## src/rtl/mmu_sreg_pkg.sv

```systemverilog
package mmu_sreg_pkg;
  localparam int DATA_W   = 32;
  localparam int PID_W    = 8;
  localparam int PAGE_LSB = 10;

  typedef enum logic [2:0] {
    SEL_PID    = 3'd0,
    SEL_ZONE   = 3'd1,
    SEL_INDEX  = 3'd2,
    SEL_HI     = 3'd3,
    SEL_LO     = 3'd4,
    SEL_SEARCH = 3'd5
  } sel_e;
endpackage

```

## src/rtl/mmu_rst_sync.sv

```systemverilog
module mmu_rst_sync (
  input  logic clk,
  input  logic rst_n,
  output logic rst_s_n
);
  logic [1:0] sync_q;

  always_ff @(posedge clk or negedge rst_n) begin
    if (!rst_n) sync_q <= 2'b00;
    else        sync_q <= {sync_q[0], 1'b1};
  end

  assign rst_s_n = sync_q[1];
endmodule

```

## src/rtl/mmu_acc_gate.sv

```systemverilog
module mmu_acc_gate
  import mmu_sreg_pkg::*;
(
  input  logic [1:0] cfg_level,
  input  logic [1:0] cfg_access,
  input  logic       we,
  input  logic [2:0] sel,
  output logic       ok
);
  logic glob_ok;
  logic wr_priv;

  assign glob_ok = (cfg_level >= 2'd2) && (cfg_access != 2'd0);
  assign wr_priv = (cfg_access >= 2'd2);

  always_comb begin
    ok = 1'b0;
    case (sel)
      SEL_PID, SEL_ZONE, SEL_SEARCH: ok = we ? wr_priv : 1'b1;
      SEL_INDEX, SEL_HI, SEL_LO:     ok = we ? 1'b1 : cfg_access[0];
      default:                       ok = 1'b0;
    endcase
    ok = ok && glob_ok;
  end
endmodule

```

## src/rtl/mmu_entry_store.sv

```systemverilog
module mmu_entry_store
  import mmu_sreg_pkg::*;
#(
  parameter int ENTRIES = 16,
  localparam int IDX_W  = $clog2(ENTRIES)
) (
  input  logic                       clk,
  input  logic                       rst_n,
  input  logic [IDX_W-1:0]           sel_idx,
  input  logic                       hi_we,
  input  logic                       lo_we,
  input  logic [DATA_W-1:0]          wdata,
  input  logic [PID_W-1:0]           pid_in,
  output logic [DATA_W-1:0]          hi_rd,
  output logic [DATA_W-1:0]          lo_rd,
  output logic [PID_W-1:0]           tid_rd,
  output logic [ENTRIES*DATA_W-1:0]  tag_flat,
  output logic [ENTRIES*PID_W-1:0]   tid_flat
);
  logic [DATA_W-1:0] tag_q [ENTRIES];
  logic [DATA_W-1:0] dat_q [ENTRIES];
  logic [PID_W-1:0]  tid_q [ENTRIES];

  for (genvar i = 0; i < ENTRIES; i++) begin : g_ent
    logic              hit_sel;
    logic [DATA_W-1:0] tag_d, dat_d;
    logic [PID_W-1:0]  tid_d;

    assign hit_sel = (sel_idx == IDX_W'(i));

    always_comb begin
      tag_d = tag_q[i];
      tid_d = tid_q[i];
      dat_d = dat_q[i];
      if (hi_we && hit_sel) begin
        tag_d = wdata;
        tid_d = pid_in;
      end
      if (lo_we && hit_sel) dat_d = wdata;
    end

    always_ff @(posedge clk or negedge rst_n) begin
      if (!rst_n) begin
        tag_q[i] <= '0;
        dat_q[i] <= '0;
        tid_q[i] <= '0;
      end else begin
        tag_q[i] <= tag_d;
        dat_q[i] <= dat_d;
        tid_q[i] <= tid_d;
      end
    end

    assign tag_flat[i*DATA_W +: DATA_W] = tag_q[i];
    assign tid_flat[i*PID_W +: PID_W]   = tid_q[i];


    tid_capture_chk: assert property (@(posedge clk) disable iff (!rst_n)
      (hi_we && hit_sel) |=> (tid_q[i] == $past(pid_in)));
  end

  assign hi_rd  = tag_q[sel_idx];
  assign lo_rd  = dat_q[sel_idx];
  assign tid_rd = tid_q[sel_idx];
endmodule

```

## src/rtl/mmu_search_ctl.sv

```systemverilog
module mmu_search_ctl
  import mmu_sreg_pkg::*;
#(
  parameter int ENTRIES    = 16,
  parameter int LOOKUP_LAT = 3,
  localparam int IDX_W     = $clog2(ENTRIES),
  localparam int CNT_W     = (LOOKUP_LAT > 1) ? $clog2(LOOKUP_LAT) : 1
) (
  input  logic              clk,
  input  logic              rst_n,
  input  logic              start,
  input  logic [DATA_W-1:0] wdata,
  input  logic              lk_hit,
  input  logic [IDX_W-1:0]  lk_idx,
  output logic [DATA_W-1:0] lk_vpn,
  output logic              busy,
  output logic              done,
  output logic [DATA_W-1:0] result
);
  localparam logic [DATA_W-1:0] PAGE_MASK = ~((DATA_W'(1) << PAGE_LSB) - DATA_W'(1));

  logic              busy_q, busy_d;
  logic [CNT_W-1:0]  cnt_q, cnt_d;
  logic [DATA_W-1:0] vpn_q, vpn_d;

  assign done = busy_q && (cnt_q == '0);

  always_comb begin
    busy_d = busy_q;
    cnt_d  = cnt_q;
    vpn_d  = vpn_q;
    if (start) begin
      busy_d = 1'b1;
      cnt_d  = CNT_W'(LOOKUP_LAT - 1);
      vpn_d  = wdata & PAGE_MASK;
    end else if (done) begin
      busy_d = 1'b0;
    end else if (busy_q) begin
      cnt_d = cnt_q - CNT_W'(1);
    end
  end

  always_ff @(posedge clk or negedge rst_n) begin
    if (!rst_n) begin
      busy_q <= 1'b0;
      cnt_q  <= '0;
      vpn_q  <= '0;
    end else begin
      busy_q <= busy_d;
      cnt_q  <= cnt_d;
      vpn_q  <= vpn_d;
    end
  end

  assign busy   = busy_q;
  assign lk_vpn = vpn_q;
  assign result = {~lk_hit, {(DATA_W-1-IDX_W){1'b0}}, (lk_hit ? lk_idx : IDX_W'(0))};


  start_busy_chk: assert property (@(posedge clk) disable iff (!rst_n)
    start |=> busy_q);

  vpn_hold_chk: assert property (@(posedge clk) disable iff (!rst_n)
    (busy_q && !done) |=> (busy_q && $stable(vpn_q)));
endmodule

```

## src/rtl/mmu_sreg_port.sv

```systemverilog
module mmu_sreg_port
  import mmu_sreg_pkg::*;
#(
  parameter int ENTRIES    = 16,
  parameter int LOOKUP_LAT = 3,
  localparam int IDX_W     = $clog2(ENTRIES)
) (
  input  logic                       clk,
  input  logic                       rst_n,
  input  logic [1:0]                 cfg_level,
  input  logic [1:0]                 cfg_access,
  input  logic                       sp_en,
  input  logic                       sp_we,
  input  logic [2:0]                 sp_sel,
  input  logic [31:0]                sp_wdata,
  output logic [31:0]                sp_rdata,
  output logic                       sp_err,
  output logic                       sp_stall,
  output logic                       inval_pulse,
  output logic [31:0]                lk_vpn,
  output logic [7:0]                 lk_pid,
  input  logic                       lk_hit,
  input  logic [IDX_W-1:0]           lk_idx,
  output logic [ENTRIES*32-1:0]      tlb_tag_flat,
  output logic [ENTRIES*8-1:0]       tlb_tid_flat
);
  logic rst_s;
  logic acc, ok, wr_ok, rd_ok;
  logic busy, done;
  logic [DATA_W-1:0] hi_rd, lo_rd, srch_res;
  logic [PID_W-1:0]  tid_rd;

  logic [PID_W-1:0]  pid_q, pid_d;
  logic [DATA_W-1:0] zone_q, zone_d;
  logic [DATA_W-1:0] index_q, index_d;
  logic [DATA_W-1:0] srch_q, srch_d;
  logic [DATA_W-1:0] rdata_q, rdata_d;
  logic              err_q, err_d;
  logic              inval_q, inval_d;
  logic [DATA_W-1:0] rmux;

  mmu_rst_sync u_rst (.clk(clk), .rst_n(rst_n), .rst_s_n(rst_s));

  mmu_acc_gate u_gate (
    .cfg_level(cfg_level), .cfg_access(cfg_access),
    .we(sp_we), .sel(sp_sel), .ok(ok)
  );

  assign acc   = sp_en && !busy;
  assign wr_ok = acc && ok && sp_we;
  assign rd_ok = acc && ok && !sp_we;

  mmu_entry_store #(.ENTRIES(ENTRIES)) u_store (
    .clk(clk), .rst_n(rst_s),
    .sel_idx(index_q[IDX_W-1:0]),
    .hi_we(wr_ok && (sp_sel == SEL_HI)),
    .lo_we(wr_ok && (sp_sel == SEL_LO)),
    .wdata(sp_wdata), .pid_in(pid_q),
    .hi_rd(hi_rd), .lo_rd(lo_rd), .tid_rd(tid_rd),
    .tag_flat(tlb_tag_flat), .tid_flat(tlb_tid_flat)
  );

  mmu_search_ctl #(.ENTRIES(ENTRIES), .LOOKUP_LAT(LOOKUP_LAT)) u_search (
    .clk(clk), .rst_n(rst_s),
    .start(wr_ok && (sp_sel == SEL_SEARCH)),
    .wdata(sp_wdata), .lk_hit(lk_hit), .lk_idx(lk_idx),
    .lk_vpn(lk_vpn), .busy(busy), .done(done), .result(srch_res)
  );

  always_comb begin
    case (sp_sel)
      SEL_PID:    rmux = {{(DATA_W-PID_W){1'b0}}, pid_q};
      SEL_ZONE:   rmux = zone_q;
      SEL_INDEX:  rmux = index_q;
      SEL_HI:     rmux = hi_rd;
      SEL_LO:     rmux = lo_rd;
      SEL_SEARCH: rmux = srch_q;
      default:    rmux = '0;
    endcase
  end

  always_comb begin
    pid_d   = pid_q;
    zone_d  = zone_q;
    index_d = index_q;
    srch_d  = srch_q;
    inval_d = 1'b0;
    rdata_d = rd_ok ? rmux : '0;
    err_d   = acc && !ok;
    if (done) index_d = srch_res;
    if (rd_ok && (sp_sel == SEL_HI)) pid_d = tid_rd;
    if (wr_ok) begin
      case (sp_sel)
        SEL_PID: begin
          pid_d   = sp_wdata[PID_W-1:0];
          inval_d = (sp_wdata[PID_W-1:0] != pid_q);
        end
        SEL_ZONE: begin
          zone_d  = sp_wdata;
          inval_d = (sp_wdata != zone_q);
        end
        SEL_INDEX:  index_d = sp_wdata;
        SEL_SEARCH: srch_d  = sp_wdata;
        default: ;
      endcase
    end
  end

  always_ff @(posedge clk or negedge rst_s) begin
    if (!rst_s) begin
      pid_q   <= '0;
      zone_q  <= '0;
      index_q <= '0;
      srch_q  <= '0;
      rdata_q <= '0;
      err_q   <= 1'b0;
      inval_q <= 1'b0;
    end else begin
      pid_q   <= pid_d;
      zone_q  <= zone_d;
      index_q <= index_d;
      srch_q  <= srch_d;
      rdata_q <= rdata_d;
      err_q   <= err_d;
      inval_q <= inval_d;
    end
  end

  assign sp_rdata    = rdata_q;
  assign sp_err      = err_q;
  assign sp_stall    = busy;
  assign inval_pulse = inval_q;
  assign lk_pid      = pid_q;


  glob_off_chk: assert property (@(posedge clk) disable iff (!rst_s)
    (sp_en && !sp_stall && ((cfg_level < 2'd2) || (cfg_access == 2'd0)))
      |=> (sp_err && (sp_rdata == '0)));

  bad_sel_chk: assert property (@(posedge clk) disable iff (!rst_s)
    (sp_en && !sp_stall && (sp_sel > 3'd5)) |=> sp_err);

  inval_src_chk: assert property (@(posedge clk) disable iff (!rst_s)
    inval_pulse |-> $past(sp_en && !sp_stall && sp_we &&
                          ((sp_sel == SEL_PID) || (sp_sel == SEL_ZONE))));

  stall_hold_chk: assert property (@(posedge clk) disable iff (!rst_s)
    (sp_stall && sp_en) |=> ($stable(pid_q) && $stable(zone_q) && $stable(tlb_tag_flat)));
endmodule

```

## config.mk

```make
export PLATFORM = sky130hd
export DESIGN_NAME = mmu_sreg_port
export DESIGN_NICKNAME = d
export VERILOG_FILES = /design/src/rtl/mmu_sreg_pkg.sv /design/src/rtl/mmu_rst_sync.sv /design/src/rtl/mmu_acc_gate.sv /design/src/rtl/mmu_entry_store.sv /design/src/rtl/mmu_search_ctl.sv /design/src/rtl/mmu_sreg_port.sv
export SDC_FILE = /design/constraint.sdc
export NUM_CORES = 2
export LEC_CHECK = 0
export BUFFER_PORTS_ARGS = -buffer_cell sky130_fd_sc_hd__buf_2
export CAP_MARGIN = 20
export CORE_MARGIN = 4
export CORE_UTILIZATION = 45
export CTS_BUF_LIST = sky130_fd_sc_hd__clkbuf_16
export DETAILED_ROUTE_END_ITERATION = 8
export GPL_TIMING_DRIVEN = 0
export PLACE_DENSITY = 0.67
export REMOVE_ABC_BUFFERS = 1
export SYNTH_ARGS = -nofsm -noshare
export SYNTH_HDL_FRONTEND = slang
export SYNTH_SLANG_ARGS = --single-unit
```

## constraint.sdc

```tcl
create_clock -name clk -period 38.4 [get_ports clk]
set_input_delay 7.68 -clock clk [delete_from_list [all_inputs] [get_ports clk]]
set_output_delay 7.68 -clock clk [all_outputs]
set_load 0.03 [all_outputs]
```

==> flow_summary.yaml <==
clock_tree:
  postCtsResizedCells: 0
  cts_tree: "yes"
  clk_path_buf_depth: 3
  htreeDepth: 4
  cts_hold_buf: 0
  post_cts_buffers: 0
  cts_buffers: 141
  insertion_delay_ns: 0.80
  clock-root-buffer: "clkbuf_16"
  clk_pin_slew_ns: 0.06
  clock-sinks: 1295
floorplan:
  fp-row-count: 132
  ios: 763
  fp.dieArea_um2: 136500
  die_w_um: 369.5
  core_um2: 129600
  chipHeight_um: 369.5
  initial_core_util_pct: 45.36
final_layout:
  drive_gt1_share_pct: 57.73
  area_delta_synth_final_pct: 19.35
  nets: 4482
  n_fill_cell: 10580
placed_design:
  place.gp.congestion: 0.8197
  io_buffers: 751
  dp_hpwl_mm: 139.4
worst_setup_path:
  cp-start-kind: "input port"
  critPathTopFamily: "simple AND/OR/NAND/NOR gates"
  crit_type: "in -> reg"
  arrival_ns: 11.75
  end_kind: "flip-flop"
  cp_cell_sequence: "buf_2, buf_12, nand3b_1, buf_16, nor2_4, nand2_1, nor2_4, buf_12, mux2_2"
  required_ns: 39.06
  cp_slowest_stage_delay_ns: 0.85
  crit_fanout: 25
  worst_path_max_delay_cell: "nor2_4"
  path_buf_inv: 4
sta:
  rsz0062_at_grt: "false"
  max_freq_ghz: 0.09018
  worst_slew_pin_slew_ns: 1.276
  period_minus_slack_ns: 11.09
  maxSlewHeadroom_pct: 14.95
  hold_viol: 0
  setup_violations: 0
  clock_skew_ns: 0.04040
  fin_tns_setup_ns: 0
  drv_slew: 0
  post-route-period-util_pct: 28.88
  fin_hold_ws_ns: 0.2458
global_route:
  track_usage_pct: 29.02
  grt_pass1_vias: 38670
  antenna_found_initial: 12
  grt-ovfl-total: 0
  grt_start_max_net_pins: 71
  grt_pass1_wl_mm: 286.9
synthesis:
  synthesis.area_um2: 58810
  yosysTopAreaCellShare_pct: 55.11
  syn-mean-instance-area_um2: 15.31
  synth-edff-count: 0
  synth_top_area_cell: "dfrtp_1"
  yosys_warnings: 0
  synthFlopType: "dfrtp_1"
  synthTopCellsByArea: "dfrtp_1 (55%), mux2_2 (24%), mux4_2 (11%)"
  ys_types: 50
  synth_seq_cells: 1295
  netlist_instances: 3842
  async_reset_ff_share_pct: 100.0
  yosysSeqAreaShare_pct: 55.11
drt:
  first_pass_iters: 5
  wl_per_cell_um: 31.84
  drt_iter0_markers: 3430
  route.detailed.drc: 0
  vias: 38310
  wirelength_mm: 200.1
  via_per_inst: 6.094
  ant_nets: 0
min_path:
  hp-class: "reg -> async"
pwr:
  finalPower_mw: 3.418
  total_leakage_power_nw: 35.11
  vdd.ir_drop.worst_mv: 0.04296
  power.density_nw_per_um2: 48.70
status:
  status: "complete, no violations"
flow_run:
  max_cap_violations: 0
[power breakdown]
| group | leakage, nW | internal (mW) | switching (mW) |
|---|---|---|---|
| clock network | 2.27 | 0.746 | 0.576 |
| registers | 17.9 | 1.43 | 0.0764 |
| logic | 14.9 | 0.233 | 0.357 |
[state kept, by name, indices dropped and copies added (netlist names), 2 cells and up]
register	count
u_store.dat_q	512
u_store.tag_flat	512
u_store.tid_flat	128
index_q	32
sp_rdata	32
srch_q	32
zone_q	32
lk_pid	8
u_rst.sync_q	2
u_search.cnt_q	2
[per-stage QoR]
step | cells | utilization, % | worst slack, ns | instance area, µm²
after floorplan | 3422 | - | -0.3711 | 56770
after global placement | 5915 | 48.37 | -15.83 | 62710
after detailed placement | 6031 | 50.70 | 26.61 | 65740
after CTS | 6281 | 54.12 | 27.46 | 70170
after global routing | 6282 | 54.13 | 27.31 | 70170
final | 6286 | 54.13 | 27.31 | 70180
[metal layers]
metal  global-route usage [%]  vias to the layer above  wire, µm
met1                    38.36                    20860     79210
met3                    9.346                      388     19430
met2                    45.08                     1628     93430
met5                        0                        -        97
met4                    10.56                       16      7977
li1                         -                    15420         -
[Yosys cell counts, types with 7 or more instances]
| cell type | instances |
|---|---|
| a22oi_1 | 52 |
| a221oi_1 | 15 |
| o21ai_0 | 71 |
| nand2_1 | 84 |
| a22o_1 | 73 |
| and2_1 | 7 |
| buf_2 | 130 |
| buf_1 | 30 |
| or3_1 | 8 |
| nor2_1 | 54 |
| xor2_1 | 32 |
| buf_4 | 50 |
| dfrtp_1 | 1295 |
| clkbuf_1 | 205 |
| a21oi_1 | 32 |
| mux4_2 | 281 |
| a31oi_1 | 15 |
| mux2_2 | 1233 |
| mux2_1 | 16 |
| nand4_1 | 7 |
| o211a_1 | 13 |
| nor4_1 | 19 |
| mux2i_1 | 25 |
| buf_6 | 14 |
| mux4_1 | 7 |
| nor2b_1 | 18 |
| xnor2_1 | 9 |
[cell families after synthesis]
family	count (synthesis)	share of synthesized area (%)
multiplexers	1562	35.42
flip-flops	1295	55.11
buffers and inverters	431	3.526
AO/OA/AOI/OAI	282	3.411
AND/OR/NAND/NOR	228	1.894
XOR/XNOR	41	0.6107
other	2	0.01277
adder cells (fa/ha/maj)	1	0.02127
[layout by cell type (no fill, tap or decap), types with 52 or more instances in the layout]
cell type  count
o21ai_0       71
buf_2        751
dfrtp_1     1291
a22o_1        73
buf_16        64
mux2_2      1233
mux4_2       281
nand2_1       83
clkbuf_16    143
a22oi_1       52
[path summary, 6_finish.rpt]
kind	slack [ns]	from	cells past startpoint	end
max	27.31	sp_sel[2]	9	u_store.tag_flat[428]
max in group asynchronous	31.60	rst_n	1	u_rst.sync_q[1]
min in group clk	0.35	u_rst.sync_q[0]	0	u_rst.sync_q[1]
min	0.25	u_rst.sync_q[1]	0	u_store.tag_flat[244]
max reg2reg	33.88	index_q[2]	7	u_store.tag_flat[428]
min reg2reg	0.25	u_rst.sync_q[1]	0	u_store.tag_flat[244]
[worst reg2reg max path, cell delays in order, from the launching register on]
cell     delay (ns)
dfrtp_4        0.82
buf_16         0.34
nand2_1        0.35
nor2_4         0.93
nand2_1        0.44
nor2_4         0.85
buf_12         0.29
mux2_2         0.38
[layout make-up]
type                            count  area, µm²  area share (%)
Tap cell                         1742       2180           3.106
Inverter                            2      7.507         0.01070
Clock inverter                    107      850.8           1.212
Multi-Input combinational cell   2125      24660           35.13
Timing Repair Buffer              868       6480           9.233
Antenna cell                        4      10.01         0.01426
Clock buffer                      143       3578           5.099
Sequential cell                  1295      32420           46.19
(Power assumes the default switching activity.)
